--- src/rtl/bsr_pkg.sv ---
package bsr_pkg;

  typedef enum logic [2:0] {
    CLS_SEQ       = 3'd0,
    CLS_RELJMP    = 3'd1,
    CLS_INDJMP    = 3'd2,
    CLS_BRANCH    = 3'd3,
    CLS_SKIP_EQ   = 3'd4,
    CLS_SKIP_RBIT = 3'd5,
    CLS_SKIP_IO   = 3'd6,
    CLS_RSVD      = 3'd7
  } op_class_e;

  localparam int FLAG_N = 2;
  localparam int FLAG_V = 3;
  localparam int FLAG_S = 4;

  // Sign-extend the low w bits of raw to 16 bits.
  function automatic logic [15:0] sext16(input logic [15:0] raw, input int w);
    logic [15:0] r;
    for (int i = 0; i < 16; i++) begin
      r[i] = (i < w) ? raw[i] : raw[w-1];
    end
    return r;
  endfunction

  // Word-address advance; the caller truncates to the PC width.
  function automatic logic [15:0] pc_advance(input logic [15:0] base,
                                             input logic [15:0] delta);
    return base + delta;
  endfunction

endpackage

--- src/rtl/bsr_cond_eval.sv ---
module bsr_cond_eval
  import bsr_pkg::*;
#(
  parameter int DATA_W         = 8,
  parameter int SEL_W          = $clog2(DATA_W),
  parameter bit SIGNED_FROM_NV = 1'b1
) (
  input  op_class_e          cls,
  input  logic [7:0]         sreg,
  input  logic [SEL_W-1:0]   sel,
  input  logic               pol,
  input  logic [DATA_W-1:0]  opa,
  input  logic [DATA_W-1:0]  opb,
  input  logic [DATA_W-1:0]  io_byte,
  output logic               cond_hit
);

  logic       sign_flag;
  logic [7:0] eff_sreg;
  logic       status_bit;
  logic       reg_bit;
  logic       io_bit;

  generate
    if (SIGNED_FROM_NV) begin : g_sign_nv
      assign sign_flag = sreg[FLAG_N] ^ sreg[FLAG_V];
    end else begin : g_sign_stored
      assign sign_flag = sreg[FLAG_S];
    end
  endgenerate

  always_comb begin
    eff_sreg         = sreg;
    eff_sreg[FLAG_S] = sign_flag;
    status_bit       = eff_sreg[sel];
    reg_bit          = opa[sel];
    io_bit           = io_byte[sel];
    case (cls)
      CLS_BRANCH:    cond_hit = (status_bit == pol);
      CLS_SKIP_EQ:   cond_hit = (opa == opb);
      CLS_SKIP_RBIT: cond_hit = (reg_bit == pol);
      CLS_SKIP_IO:   cond_hit = (io_bit == pol);
      default:       cond_hit = 1'b0;
    endcase
  end

endmodule

--- src/rtl/bsr_target_calc.sv ---
module bsr_target_calc
  import bsr_pkg::*;
#(
  parameter int PC_W      = 10,
  parameter int DISP_W    = 12,
  parameter int BR_DISP_W = 7
) (
  input  logic [PC_W-1:0]   pc,
  input  logic [DISP_W-1:0] disp,
  input  logic [15:0]       zptr,
  output logic [PC_W-1:0]   seq_pc,
  output logic [PC_W-1:0]   skip1_pc,
  output logic [PC_W-1:0]   skip2_pc,
  output logic [PC_W-1:0]   rel_pc,
  output logic [PC_W-1:0]   br_pc,
  output logic [PC_W-1:0]   ind_pc
);

  logic [15:0] pc16;
  logic [15:0] rel_off;
  logic [15:0] br_off;
  logic [15:0] rel_sum;
  logic [15:0] br_sum;

  assign pc16    = 16'(pc);
  assign rel_off = sext16(16'(disp), DISP_W);
  assign br_off  = sext16(16'(disp), BR_DISP_W);
  assign rel_sum = pc_advance(pc_advance(pc16, rel_off), 16'd1);
  assign br_sum  = pc_advance(pc_advance(pc16, br_off), 16'd1);

  assign seq_pc   = PC_W'(pc_advance(pc16, 16'd1));
  assign skip1_pc = PC_W'(pc_advance(pc16, 16'd2));
  assign skip2_pc = PC_W'(pc_advance(pc16, 16'd3));
  assign rel_pc   = PC_W'(rel_sum);
  assign br_pc    = PC_W'(br_sum);
  assign ind_pc   = zptr[PC_W-1:0];

endmodule

--- src/rtl/bsr_resolve.sv ---
module bsr_resolve
  import bsr_pkg::*;
#(
  parameter int PC_W = 10
) (
  input  op_class_e        cls,
  input  logic             cond_hit,
  input  logic             two_word,
  input  logic [PC_W-1:0]  seq_pc,
  input  logic [PC_W-1:0]  skip1_pc,
  input  logic [PC_W-1:0]  skip2_pc,
  input  logic [PC_W-1:0]  rel_pc,
  input  logic [PC_W-1:0]  br_pc,
  input  logic [PC_W-1:0]  ind_pc,
  output logic [PC_W-1:0]  nxt_pc,
  output logic             nxt_taken,
  output logic [1:0]       nxt_cycles
);

  always_comb begin
    nxt_pc     = seq_pc;
    nxt_taken  = 1'b0;
    nxt_cycles = 2'd1;
    case (cls)
      CLS_RELJMP: begin
        nxt_pc     = rel_pc;
        nxt_taken  = 1'b1;
        nxt_cycles = 2'd2;
      end
      CLS_INDJMP: begin
        nxt_pc     = ind_pc;
        nxt_taken  = 1'b1;
        nxt_cycles = 2'd2;
      end
      CLS_BRANCH: begin
        if (cond_hit) begin
          nxt_pc     = br_pc;
          nxt_taken  = 1'b1;
          nxt_cycles = 2'd2;
        end
      end
      CLS_SKIP_EQ, CLS_SKIP_RBIT, CLS_SKIP_IO: begin
        if (cond_hit) begin
          nxt_taken  = 1'b1;
          nxt_pc     = two_word ? skip2_pc : skip1_pc;
          nxt_cycles = two_word ? 2'd3 : 2'd2;
        end
      end
      default: ;
    endcase
  end

endmodule

--- src/rtl/branch_skip_unit.sv ---
module branch_skip_unit
  import bsr_pkg::*;
#(
  parameter int PC_W           = 10,
  parameter int DATA_W         = 8,
  parameter int DISP_W         = 12,
  parameter int BR_DISP_W      = 7,
  parameter bit SIGNED_FROM_NV = 1'b1,
  localparam int SEL_W         = $clog2(DATA_W)
) (
  input  logic              clk,
  input  logic              rst_n,
  input  logic              in_valid,
  input  logic [2:0]        op_class,
  input  logic [PC_W-1:0]   pc,
  input  logic [DISP_W-1:0] disp,
  input  logic [15:0]       zptr,
  input  logic [7:0]        sreg,
  input  logic [SEL_W-1:0]  sel,
  input  logic              pol,
  input  logic [DATA_W-1:0] opa,
  input  logic [DATA_W-1:0] opb,
  input  logic [DATA_W-1:0] io_byte,
  input  logic              next_two_word,
  output logic              out_valid,
  output logic [PC_W-1:0]   next_pc,
  output logic              taken,
  output logic [1:0]        cycles
);

  op_class_e       cls;
  logic            cond_hit;
  logic [PC_W-1:0] seq_pc, skip1_pc, skip2_pc, rel_pc, br_pc, ind_pc;
  logic [PC_W-1:0] nxt_pc;
  logic            nxt_taken;
  logic [1:0]      nxt_cycles;

  assign cls = op_class_e'(op_class);

  bsr_cond_eval #(
    .DATA_W(DATA_W), .SEL_W(SEL_W), .SIGNED_FROM_NV(SIGNED_FROM_NV)
  ) u_cond (
    .cls(cls), .sreg(sreg), .sel(sel), .pol(pol),
    .opa(opa), .opb(opb), .io_byte(io_byte), .cond_hit(cond_hit)
  );

  bsr_target_calc #(
    .PC_W(PC_W), .DISP_W(DISP_W), .BR_DISP_W(BR_DISP_W)
  ) u_tgt (
    .pc(pc), .disp(disp), .zptr(zptr),
    .seq_pc(seq_pc), .skip1_pc(skip1_pc), .skip2_pc(skip2_pc),
    .rel_pc(rel_pc), .br_pc(br_pc), .ind_pc(ind_pc)
  );

  bsr_resolve #(.PC_W(PC_W)) u_res (
    .cls(cls), .cond_hit(cond_hit), .two_word(next_two_word),
    .seq_pc(seq_pc), .skip1_pc(skip1_pc), .skip2_pc(skip2_pc),
    .rel_pc(rel_pc), .br_pc(br_pc), .ind_pc(ind_pc),
    .nxt_pc(nxt_pc), .nxt_taken(nxt_taken), .nxt_cycles(nxt_cycles)
  );

  always_ff @(posedge clk or negedge rst_n) begin
    if (!rst_n) begin
      out_valid <= 1'b0;
      next_pc   <= '0;
      taken     <= 1'b0;
      cycles    <= 2'd0;
    end else begin
      out_valid <= in_valid;
      if (in_valid) begin
        next_pc <= nxt_pc;
        taken   <= nxt_taken;
        cycles  <= nxt_cycles;
      end
    end
  end

endmodule

--- config.mk ---
export PLATFORM = sky130hd
export DESIGN_NAME = branch_skip_unit
export DESIGN_NICKNAME = d
export VERILOG_FILES = /design/src/rtl/bsr_pkg.sv /design/src/rtl/bsr_cond_eval.sv /design/src/rtl/bsr_target_calc.sv /design/src/rtl/bsr_resolve.sv /design/src/rtl/branch_skip_unit.sv
export SDC_FILE = /design/constraint.sdc
export NUM_CORES = 1
export LEC_CHECK = 0
export BUFFER_PORTS_ARGS = -buffer_cell sky130_fd_sc_hd__buf_2
export CORE_MARGIN = 1
export CORE_UTILIZATION = 45
export CTS_BUF_LIST = sky130_fd_sc_hd__clkbuf_2 sky130_fd_sc_hd__clkbuf_4 sky130_fd_sc_hd__clkbuf_8
export DETAILED_ROUTE_END_ITERATION = 10
export GPL_TIMING_DRIVEN = 1
export PLACE_DENSITY_LB_ADDON = 0.3
export SLEW_MARGIN = 20
export SYNTH_ARGS = -nofsm -noshare
export SYNTH_HDL_FRONTEND = slang
export SYNTH_SLANG_ARGS = --single-unit
--- constraint.sdc ---
create_clock -name clk -period 0.86 [get_ports clk]
set_input_delay 0.172 -clock clk [delete_from_list [all_inputs] [get_ports clk]]
set_output_delay 0.172 -clock clk [all_outputs]
set_load 0.02 [all_outputs]
## After elaboration in Yosys (flattened, before gate mapping)

Index checks and enable logic that the tools add are counted.

| storage, ports and cells | value |
|---|---|
| bits in registers | 14 |

| cells by class | value |
|---|---|
| add/subtract/negate cells | 7 |
| order comparisons | 1 |
| equal/unequal tests | 10 |
| mux-type cells | 17 |
| bitwise logic cells | 1 |
| reductions and logical operators | 3 |

Operator list:

| cell | count |
|---|---|
| $pmux 10 s4 | 1 |
| $add 10x1->10 const B | 3 |
| $mux 10 | 3 |
| $add 10x2->10 const B | 2 |
| $add 10x10->10 | 1 |
| $add 10x7->10 | 1 |
| $bmux 1 s3 | 3 |
| $eq 3x3->1 const B | 3 |
| $eq 8x8->1 | 1 |
| $eq 3x2->1 const B | 2 |
| $pmux 2 s3 | 1 |
| $mux 1 | 5 |
| $lt 3x4->1 const B | 1 |
| $mux 2 | 2 |
| $pmux 1 s4 | 1 |
| $reduce_or 4->1 | 1 |
| $eq 1x1->1 | 3 |
| $eq 3x1->1 const B | 1 |
| $reduce_or 3->1 | 1 |
| $pmux 1 s2 | 1 |
| $reduce_or 2->1 | 1 |
| $xor 1x1->1 | 1 |

## Depth between registers and ports, before layout

Gate-level depths: netlist (run 1).

| logic depth | value |
|---|---|
| depth after elaboration | 7 |
| gate-level depth with buffers | 12 |
| mapped depth without buffers | 12 |

## By module

Synthesis (run 1) repeated with hierarchy kept, for this count alone.

| unflattened totals | value |
|---|---|
| cell total of the unflattened synthesis | 345 |
| area total of the unflattened synthesis | 2899.0 sq um |

By module, submodules not included:

| module | times used | cells each | area each (sq um) |
|---|---|---|---|
| bsr_target_calc | 1 | 148 | 1097.3 |
| bsr_resolve | 1 | 124 | 860.8 |
| branch_skip_unit | 1 | 28 | 545.5 |
| bsr_cond_eval | 1 | 45 | 395.4 |

## Least setup slack after synthesis (run 1)

Ideal clock, no wire load.

| timing path | value |
|---|---|
| kind | input -> register |
| from | input port sel[1] |
| to | register next_pc[1] |
| setup time | 0.126 ns |
| arrival time | 2.443 ns |
| slack | -1.708 ns |
| cell stages on the path | 10 |
| buffers on the path | 2 |
| cells stage by stage | buf_6 -> mux2i_1 -> mux4_2 -> a32o_1 -> or3_4 -> a31oi_4 -> buf_6 -> mux2_2 -> a21oi_1 -> a21oi_2 |

| on the way | value |
|---|---|
| longest elaborated chain between the ends | 6 |
| elaborated cells on any way between the ends | 13 |

Ends and longest elaborated chain:

| item | RTL line | RTL |
|---|---|---|
| start, declared | branch_skip_unit.sv:19 | `input logic [SEL_W-1:0] sel,` |
| $bmux 1 s3 (on tied branches) | bsr_cond_eval.sv:37, bsr_cond_eval.sv:35, bsr_cond_eval.sv:36 |  |
| $mux 1 (on tied branches) | bsr_cond_eval.sv:37, bsr_cond_eval.sv:35, bsr_cond_eval.sv:36 |  |
| $eq 1x1->1 (on tied branches) | bsr_cond_eval.sv:42, bsr_cond_eval.sv:39, bsr_cond_eval.sv:41 |  |
| $pmux 1 s4 * | bsr_cond_eval.sv:38 | `case (cls)` |
| $mux 10 (on tied branches) | bsr_resolve.sv:43, bsr_resolve.sv:36 |  |
| $pmux 10 s4 * | bsr_resolve.sv:24 | `case (cls)` |
| end signal, assigned | branch_skip_unit.sv:71 | `next_pc <= nxt_pc;` |
| end, declared | branch_skip_unit.sv:26 | `output logic [PC_W-1:0] next_pc,` |

Mark *: on every way between the ends. The rest lies on a longest branch, timed or not. The select of a mux whose other input is x is not followed.
A chain may end at the register's enable or synchronous reset.

## Worst setup path after layout (run 1)

| timing path | value |
|---|---|
| from | input port sel[1] |
| to | register next_pc[6] |

Same word-level chain as after synthesis.

==> results.md, run 1 <==
- Mapped Nets: a little under 400
- WP data required: between 900 and 1000 ps
- CTS max path bufs: 2
- GP Congestion: ~0.90
- Synth Warn #: 0
- Startpoint Class: primary input
- RSZ-0062 raised after global routing: yes
- CP dominant cell by count: buf_12
- Seq pwr share: 0.212
- Top Ports: 95
- Final-report hold violation count: 0
- Count leader, synth: nand2_1
- Crit path kind: in2reg
- DP Wirelength: 6370 um
- Slew HR: 0.653
- Placed insts: 520
- Most used DFF post-synth: dfrtp_1
- Net Sw Power: ~0.0015 W
- Worst setup path start: sel[1]
- Period minus WS final: approximately 2500 ps
- CTS tree: built
- Max-capacitance violation count: 0
- Routed via count: just under 3k
- Switching share of total power: 0.381
- Fin. max-slew vios: 0
- Worst path slowest cell: mux4_2
- Clock skew: 0 ps
- WP data arrival: 2620 ps
- Total Routed Length: between 8000 and 9000 um
- Mapped cell area: between 2000 and 2500 um^2
- Final setup viols: 27
- Worst Tran Pin Value: just over 500 ps
- H-Tree Depth: 1
- Share of the synthesized area in the top cell type: 0.152
- Kind of end point of the critical path: register
- Worst-path fanout max: 6
- Total power: around 0.0040 W
- Worst skew pair latency: around 240 ps
- Clock slew at reported path FFs: approximately 60 ps
- Vias in the first global route: just under 3k
- Outcome: complete, but fails checks
- Synth Instances: about 300
- Die Width: between 70 and 80 um
- Internal power: 0.00245 W
- Hold Path Class: in2reg
- Port Buffers: 85
- Count of cell types in the netlist: 65
- Synth top area cells: dfrtp_1 15%, xnor2_1 8.4%, ha_1 8.1%
- Detail Route Antenna Nets: 0
- DIE HEIGHT: about 74 um
- Fin crit share: 2.89
- Top cells by count, synth: 30 x nand2_1, 24 x nor2_1, 22 x xnor2_1, 16 x o21ai_0
- Fin nets: between 500 and 600
- Post-synth EDFFs: 0
- Global route total overflow: 0
- Combinational power share: 0.653
- Layout area overhead: 69.5%
- Die area: approximately 5400 um^2
- FF-to-FF Start: next_pc[4]$_DFFE_PN0P_
- Initial antenna violation count: 0
- Failing checks: setup timing
- Yosys reg bits: 14
- Drt first pass iters: 4
- Total CTS buffers: 3
- Rows: 25
- Residual DRC: 0
- Clk pwr share: 0.135
- Largest vdd supply drop: about 630 uV
- GRT Util Overall: 0.317
- LEAKAGE: around 1.9 nW
- CTS root buffer: clkbuf_8
- Post-DR wirelength/cell: ~16 um
- Post-synth ARST share: 1.00
- Vias per inst: 5.48
- Bufs and invs on worst path: 3
- Finished Layout Cells: 542
- CTS sink cnt: 14
- Layout cells sized above 1: 0.496
- Max Fclk: about 0.4 GHz
- Max stage delay on crit path: ~470 ps
- Placeable core region: 4820 um^2
- Global-route wire length before repair: roughly 13000 um
- Final worst slack: -1630 ps
- First DRT Iteration DRCs: ~180
- Avg Inst Size Synth: about 8 um^2
- Starting Density: 0.479
- Pin count of the biggest net entering global routing: 15
- Cell accounting for the most synthesized area: dfrtp_1
- CP cell instances: buf_12 -> buf_12 -> mux2i_1 -> mux4_2 -> a32o_2 -> or3_4 -> a31oi_4 -> buf_6 -> a211oi_4 -> and2_4 -> o32a_1
- PD cells: 1010 nW/um^2
- Delay-heaviest family, CP: compound AO/OA/AOI/OAI gates
- Sequential fraction of the synthesis area: 0.152
- HP Start: in_valid
## power groups by stage
stage / Sequential [W] / Clock, W / Combinational (W)
6_report: 0.000839 / 0.000535 / 0.00259
5_1_grt: 0.000848 / 0.000586 / 0.00278
4_1_cts: 0.000832 / 0.000546 / 0.00241
3_5_place_dp: 0.000823 / 0 / 0.00207
3_3_place_gp: 0.000818 / 0 / 0.00202
2_1_floorplan: 0.000945 / 0 / 0.00102
## sequential cells by signal (all words and copies together) (netlist names)
signal	cells
out_valid	1
cycles	2
next_pc	10
taken	1
## cell families (layout without fill, tap and decap cells)
logic type / Yosys count / in the layout / share of synthesized area
and+or+nand+nor: 92 / 92 / 0.187
AOI/OAI and AO/OA: 86 / 86 / 0.263
xor gates and xnor gates: 36 / 36 / 0.137
buffers and inverters: 31 / 209 / 0.0602
muxes: 21 / 21 / 0.111
adders and majority gates: 16 / 16 / 0.0901
DFF: 14 / 14 / 0.152
other: 0 / 1 / 0
## placed cells by master, fill, tap and decap left out, types with 14 or more instances in the layout
cell,instances
buf_2,70
buf_4,98
buf_6,19
dfrtp_1,14
ha_1,14
nand2_1,28
nor2_1,24
xnor2_1,21
xor2_1,14
## path summary, 6_finish.rpt
check / endpoint / slack, ps / depth (start not counted)
worst max-delay path: next_pc[6]$_DFFE_PN0P_ / -1630 / 11
worst min-delay path: out_valid$_DFF_PN0_ / 280 / 2
worst max register to register: next_pc[4]$_DFFE_PN0P_ / -40 / 3
worst min register to register: taken$_DFFE_PN0P_ / 540 / 2
max in group asynchronous: next_pc[3]$_DFFE_PN0P_ / 260 / 2
min in group asynchronous: next_pc[9]$_DFFE_PN0P_ / 360 / 2
## through the flow
stage	hold slack (ps)	setup WS (ps)	cell area, um^2	utilization	setup TNS (ps)
floorplan	-124	-1620	2330	-	-19340
global placement	87.4	-1840	3420	0.710	-22710
detailed placement	87.5	-1930	3420	0.710	-23730
CTS	283	-1590	3770	0.783	-20510
global route	291	-1690	3910	0.811	-22150
finish	285	-1630	3910	0.811	-21130
## timing repair
action,CTS,global route
setup buffers,11,5
gates resized for setup,51,22
pin swaps,18,13
gates cloned,2,0
endpoints found under the setup margin,27,27
hold buffers,1,0
endpoints found under the hold margin,14,0
## final cells by class
class	instances	area, um^2
Fill cell	330	908
Multi-Input combinational cell	251	2000
Antenna cell	1	2.50
Timing Repair Buffer	191	1380
Inverter	15	56.3
Tap cell	67	83.8
Sequential cell	14	350
Clock buffer	3	41.3
## per-layer routing
layer / vias up / global-route usage / routed length [um]
met5: - / 0 / 0
met4: 0 / 0.103 / 155
met3: 15 / 0.0192 / 351
met2: 110 / 0.588 / 4450
met1: 1392 / 0.385 / 3490
li1: 1451 / - / -
(Power assumes the default switching activity.)
==> run 2: changes to the inputs <==
--- a/config.mk
+++ b/config.mk
@@ -5,6 +5,7 @@
 export SDC_FILE = /design/constraint.sdc
 export NUM_CORES = 1
 export LEC_CHECK = 0
+export ABC_AREA = 1
 export BUFFER_PORTS_ARGS = -buffer_cell sky130_fd_sc_hd__buf_2
 export CORE_MARGIN = 1
 export CORE_UTILIZATION = 45
==> run 2 against run 1 <==
Net effect: the flow still finishes with violations (setup timing); sequential power is 0.8% higher; hold slack worse by 22 ps; cell area is 16% higher.
==> results.md, run 2 <==
- Post-synth ARST share: 1.00
- Sequential fraction of the synthesis area: 0.145
- Synth Instances: around 400
- Post-synth EDFFs: 0
- Total power: 0.00466 W
- Total Routed Length: approximately 12000 um
- ANT cells: 0
- Global-route wire length before repair: between 10000 and 15000 um
- Final worst slack: -1040 ps
- Worst path slowest cell: fa_2
- Period minus WS final: 1900 ps
- CTS max path bufs: 2
- Fin. max-slew vios: 0
- Fin nets: just under 700
- Final-report hold violation count: 0
- Rows: 26
- Startpoint Class: primary input
- Layout cells sized above 1: 0.531
- Vias per inst: 5.80
- Count leader, synth: nand2_1
- Hold Path Class: in2reg
- Starting Density: 0.470
- Largest vdd supply drop: about 800 uV
- H-Tree Depth: 1
- CTS root buffer: clkbuf_8
- Drt first pass iters: 5
- Core Util, Final: 0.886
- Max stage delay on crit path: between 300 and 400 ps
- Port Buffers: 85
- CTS tree: built
- LEAKAGE: between 2 and 2.5 nW
- Most used DFF post-synth: dfrtp_1
- Most frequent cells in the layout: 97 x nand2_1, 95 x buf_4, 59 x buf_2
- Synth Warn #: 0
- Biggest regs: next_pc (10), cycles (2)
- Outcome: complete, but fails checks
- Residual DRC: 0
- FF-to-FF Start: cycles[1]$_DFFE_PN0P_
- GRT Util Overall: 0.318
- HP Start: zptr[3]
- DIE HEIGHT: approximately 75 um
- Detail Route Antenna Nets: 0
- Crit path kind: in2reg
- Final setup TNS: -12220 ps
- CP dominant cell by count: nand2_1
- Routed via count: around 3.8k
- Initial antenna violation count: 0
- Pin count of the biggest net entering global routing: 15
- Clock slew at reported path FFs: 60 ps
- Kind of end point of the critical path: register
- Worst setup path start: disp[0]
- Top cells by count, synth: 115 x nand2_1, 53 x inv_1, 49 x nand3_1, 33 x nor2_1
- Share of the synthesized area in the top cell type: 0.179
- GP Congestion: a little over 0.9
- Total CTS buffers: 3
- RSZ-0062 raised after global routing: yes
- Count of cell types in the netlist: between 40 and 50
- Area of the multi-input gates: around 2300 um^2
- Place WS: -1200 ps
- Avg Inst Size Synth: between 6 and 7 um^2
- Clock skew: 0 ps
- Worst Tran Pin Value: approximately 530 ps
- Mapped Nets: 496
- DP Wirelength: around 6300 um
- Largest reg by FF count: next_pc
- Most common cell after layout, fill and taps aside: nand2_1
- Die Width: roughly 75 um
- Post-DR wirelength/cell: about 18 um
- Final setup viols: 27
- WP data arrival: about 2000 ps
- First DRT Iteration DRCs: 351
- Max reg flops: 10
- Synth top area cells: nand2_1 18%, dfrtp_1 15%, nand3_1 10%
- Failing checks: setup timing
- PD cells: about 1000 nW/um^2
- Worst skew pair latency: approximately 250 ps
- Top Ports: 95
- Cell accounting for the most synthesized area: nand2_1
- CTS sink cnt: 14
- Die area: 5670 um^2
- Slew HR: 0.641
- WP data required: roughly 1000 ps
- # fillers: roughly 240
- Global route total overflow: 0
- Yosys reg bits: 14
- Max-capacitance violation count: 0
- Fin crit share: 2.21
- Mapped cell area: around 2400 um^2
- Max Fclk: 0.525 GHz
- Register area: 350 um^2
- Vias in the first global route: 3232
- Worst-path fanout max: 3
- Placeable core region: between 5000 and 6000 um^2
- Layout area overhead: 88.5%
- CP cell instances: buf_6 -> inv_4 -> ha_4 -> inv_4 -> fa_2 -> nand3_4 -> nand2_4 -> a21oi_2 -> o21ai_2 -> nand2_1 -> nand2_1 -> nand2_1 -> nand2_1 -> nor2_1 -> nand3b_1 -> nand3b_1 -> nor2_1 -> nor2_1
[run 2: cell count changes after synthesis, moves of 4 or more]
cell,delta
nand2_1,+85
nand3_1,+41
inv_1,+39
mux2i_1,-15
xnor2_1,-14
nor2_1,+9
clkbuf_1,-7
a22oi_1,-5
a21o_1,-4
o22ai_1,-4
or2_2,+4
xor2_1,+4
[run 2: per-stage QoR]
step                      std cells  hold slack (ps)  instance area (um^2)
after floorplan                 399             -124                  2540
after global placement          624             72.5                  3570
after detailed placement        624             74.6                  3570
after CTS                       645              245                  4150
after global routing            659              283                  4550
final                           659              263                  4550
[run 2: layout make-up]
class | count | area share
multi-input cells | 322 | 0.513
repair buffers | 193 | 0.328
clock buffers | 4 | 0.0121
well taps | 70 | 0.0192
flip-flops and latches | 14 | 0.0769
inverters | 56 | 0.0514
[run 2: metal layers]
metal,global-route usage,part of all wire
met1,0.362,0.33
met2,0.609,0.51
met3,0.0228,0.085
met4,0.132,0.079
met5,0,0
[run 2: path summary, 6_finish.rpt]
kind,endpoint,slack [ps],cells past startpoint
worst max register to register,cycles[1]$_DFFE_PN0P_,-10,4
worst max-delay path,next_pc[8]$_DFFE_PN0P_,-1040,18
max in group asynchronous,taken$_DFFE_PN0P_,280,2
worst min-delay path,next_pc[3]$_DFFE_PN0P_,260,5
worst min register to register,next_pc[3]$_DFFE_PN0P_,520,2
min in group asynchronous,cycles[1]$_DFFE_PN0P_,340,2
[run 2: kinds of logic (layout without fill, tap and decap cells)]
| group | after synthesis | in the layout | synth area share |
|---|---|---|---|
| compound gates | 49 | 49 | 0.124 |
| simple gates | 230 | 231 | 0.437 |
| buf+inv | 64 | 253 | 0.114 |
| fa+ha+maj | 16 | 16 | 0.0860 |
| xor+xnor | 26 | 26 | 0.0943 |
| flops | 14 | 14 | 0.145 |
[run 2: repair_timing]
action                                 CTS  global route
pin swaps                               50            64
hold buffers                             1             0
endpoints found under the hold margin   14             0
gates resized for setup                 94            69
buffers inserted                        16            14
gates cloned                             1             2
setup endpoints to repair               27            27
[run 2: critical path, delay by kind of cell]
family,cells,cell delay (ps)
AOI/OAI and AO/OA,2,200
buffers and inverters,3,190
adders and majority gates,2,530
and+or+nand+nor,11,950
[run 2: report_power, final]
part	leakage [nW]	internal, W	switching, W
Combinational	2.12	0.00151	0.00164
Sequential	0.168	0.000764	0.0000824
Clock	0.0288	0.000407	0.000256
==> run 3: changes to the inputs <==
--- a/config.mk
+++ b/config.mk
@@ -7,6 +7,7 @@
 export LEC_CHECK = 0
 export ABC_AREA = 1
 export BUFFER_PORTS_ARGS = -buffer_cell sky130_fd_sc_hd__buf_2
+export CORE_ASPECT_RATIO = 1.4
 export CORE_MARGIN = 1
 export CORE_UTILIZATION = 45
 export CTS_BUF_LIST = sky130_fd_sc_hd__clkbuf_2 sky130_fd_sc_hd__clkbuf_4 sky130_fd_sc_hd__clkbuf_8
==> constraint.sdc (replaced) <==
create_clock -name clk -period 2.1 [get_ports clk]
set_input_delay 0.42 -clock clk [delete_from_list [all_inputs] [get_ports clk]]
set_output_delay 0.42 -clock clk [all_outputs]
set_load 0.02 [all_outputs]
==> run 3 against run 2 <==
Net effect: the run now ends clean; global-route usage decreased by 6.8 points; sequential share of layout area increased by 2.6 points; clock power decreased by 69%; count of clock-buffer cells in the layout decreased by 1; cell area decreased by 25%; final cell count decreased by 9.4%; via count decreased by 22%; sequential power decreased by 60%; critical path depth unchanged; register-to-register slack improved by 1500 ps.
==> results.md, run 3 (synthesis gave the netlist of run 2 again) <==
- Max reg flops: 10
- Fin. max-slew vios: 0
- DIE HEIGHT: between 80 and 90 um
- Final-report hold violation count: 0
- Kind of end point of the critical path: register
- Initial antenna violation count: 0
- CTS tree: built
- Most frequent cells in the layout: 113 x nand2_1, 82 x buf_2, 51 x buf_4
- Hold Path Class: in2async
- Max-capacitance violation count: 0
- Detail Route Antenna Nets: 0
- # fillers: 473
- Combinational power share: 0.605
- Crit path kind: in2reg
- Residual DRC: 0
- WP data required: 2230 ps
- Vias per inst: approximately 5.0
- Largest vdd supply drop: 191 uV
- Place WS: -315 ps
- Total CTS buffers: 3
- H-Tree Depth: 1
- Worst skew pair latency: 240 ps
- ANT cells: 0
- Fin crit share: 0.994
- Rows: 31
- GP Congestion: around 0.94
- Die area: approximately 5700 um^2
- Final worst slack: about 12 ps
- Reg2Reg Setup Slack: roughly 1500 ps
- Seq pwr share: 0.244
- CTS Hold Bufs: 0
- Internal power: between 0.0008 and 0.0009 W
- Register area: roughly 350 um^2
- PD cells: 401 nW/um^2
- Clock slew at reported path FFs: 50 ps
- Largest reg by FF count: next_pc
- Placeable core region: around 5200 um^2
- Clk pwr share: 0.150
- CTS max path bufs: 2
- DP Wirelength: between 5000 and 6000 um
- R2R cell count: 2
- Switching share of total power: 0.410
- Global route total overflow: 0
- Pin count of the biggest net entering global routing: 17
- Fin area: ~3400 um^2
- Fin nets: 630
- Reg2reg end: cycles[0]$_DFFE_PN0P_
- Startpoint Class: primary input
- Worst setup path start: disp[0]
- LEAKAGE: 1.87 nW
- FF-to-FF Start: cycles[0]$_DFFE_PN0P_
- Post-DR wirelength/cell: 11.5 um
- Port Buffers: 85
- Hold_ws: a little over 60 ps
- Top Ports: between 90 and 100
- Layout cells sized above 1: 0.347
- Max Fclk: roughly 0.48 GHz
- Worst Tran Pin Value: around 440 ps
- Layout area overhead: 41.5%
- Met3 Wirelength: about 250 um
- Die Width: 63.9 um
- Worst-path fanout max: 3
- Routed via count: a little under 3k
- CTS sink cnt: 14
- Setup crit end: next_pc[8]$_DFFE_PN0P_
- Slew HR: 0.706
- Placed inst area: about 3300 um^2
- Period minus WS final: roughly 2100 ps
- Net Sw Power: 0.000562 W
- GRT Util Overall: 0.250
- Starting Density: 0.468
- CTS root buffer: clkbuf_8
- Met1 Routed Length: 2810 um
- Most common cell after layout, fill and taps aside: nand2_1
- WP data arrival: about 2200 ps
- First DRT Iteration DRCs: about 150
- Biggest regs: next_pc (10), cycles (2)
- Clock skew: 0 ps
- Global-route wire length before repair: 11500 um
- Outcome: finished clean
- DR top layer: met4
- Vias in the first global route: around 2.9k
- Metal2 WL: 3750 um
- Area of the multi-input gates: 1880 um^2
- Final setup viols: 0
- RSZ-0062 raised after global routing: yes
- Total Routed Length: approximately 6900 um
- Drt first pass iters: 4
==> run 3: changes by cell type in the layout (fill, tap and decap cells not counted), sizes merged <==
cell and change:
buf -55, clkbuf -1, clkinv -1, clkinvlp -1, dlygate4sd3 -1, inv +2
nand2 -1
==> run 3: worst min path at each step <==
stage | start | to | slack [ps] | depth (start not counted)
after detailed placement | rst_n | next_pc[4]$_DFFE_PN0P_ | 320 | 1
after CTS | rst_n | next_pc[4]$_DFFE_PN0P_ | 70 | 1
after global routing | rst_n | next_pc[5]$_DFFE_PN0P_ | 80 | 1
after global placement | rst_n | next_pc[5]$_DFFE_PN0P_ | 320 | 1
final | rst_n | taken$_DFFE_PN0P_ | 60 | 1
after floorplan | rst_n | cycles[0]$_DFFE_PN0P_ | 120 | 0
==> run 3: power by group through the flow <==
stage,sequential (W),combinational (W),clock (W)
2_1_floorplan,0.000392,0.000410,0
3_3_place_gp,0.000337,0.000770,0
3_5_place_dp,0.000339,0.000788,0
4_1_cts,0.000335,0.000797,0.000212
5_1_grt,0.000340,0.000924,0.000223
6_report,0.000335,0.000829,0.000206
==> run 3: stage by stage <==
step           std cells  total power, W  TNS (ps)  utilization
2_1_floorplan        399        0.000802         0            -
5_1_grt              597         0.00149      -184        0.663
3_5_place_dp         591         0.00113     -1680        0.631
6_report             597         0.00137         0        0.663
3_3_place_gp         591         0.00111     -1300        0.631
4_1_cts              594         0.00134     -16.1        0.641
==> run 3: layout make-up <==
type	count	area share
clock buffer	3	0.0121
multi-input combinational	321	0.549
tap	66	0.0242
timing repair buffer	137	0.248
inverter	56	0.0644
sequential	14	0.102
==> run 3: routing by layer <==
metal	GRT usage	vias up
li1	-	1555
met1	0.278	1337
met2	0.488	85
met3	0.0155	7
met4	0.0992	0
met5	0	-
==> run 3: critical path, cell delays in order <==
cell and delay [ps]:
buf_6 100, inv_4 50, ha_4 150, inv_4 40, fa_2 360, nand3_2 70, nand2_2 70, a21oi_2 130
o21ai_1 90, nand2_1 80, nand2_1 70, nand2_1 70, nand2_2 60, nor2_1 80, nand3b_1 120, nand3b_1 100
nor2_1 120, nor2_1 50
==> run 3: timing repair <==
| item | 4_1_cts | 5_1_grt |
|---|---|---|
| cloned | 0 | 0 |
| setup endpoints to repair | 3 | 12 |
| pin swaps | 2 | 13 |
| resized for setup | 5 | 19 |
| buffers inserted | 0 | 3 |
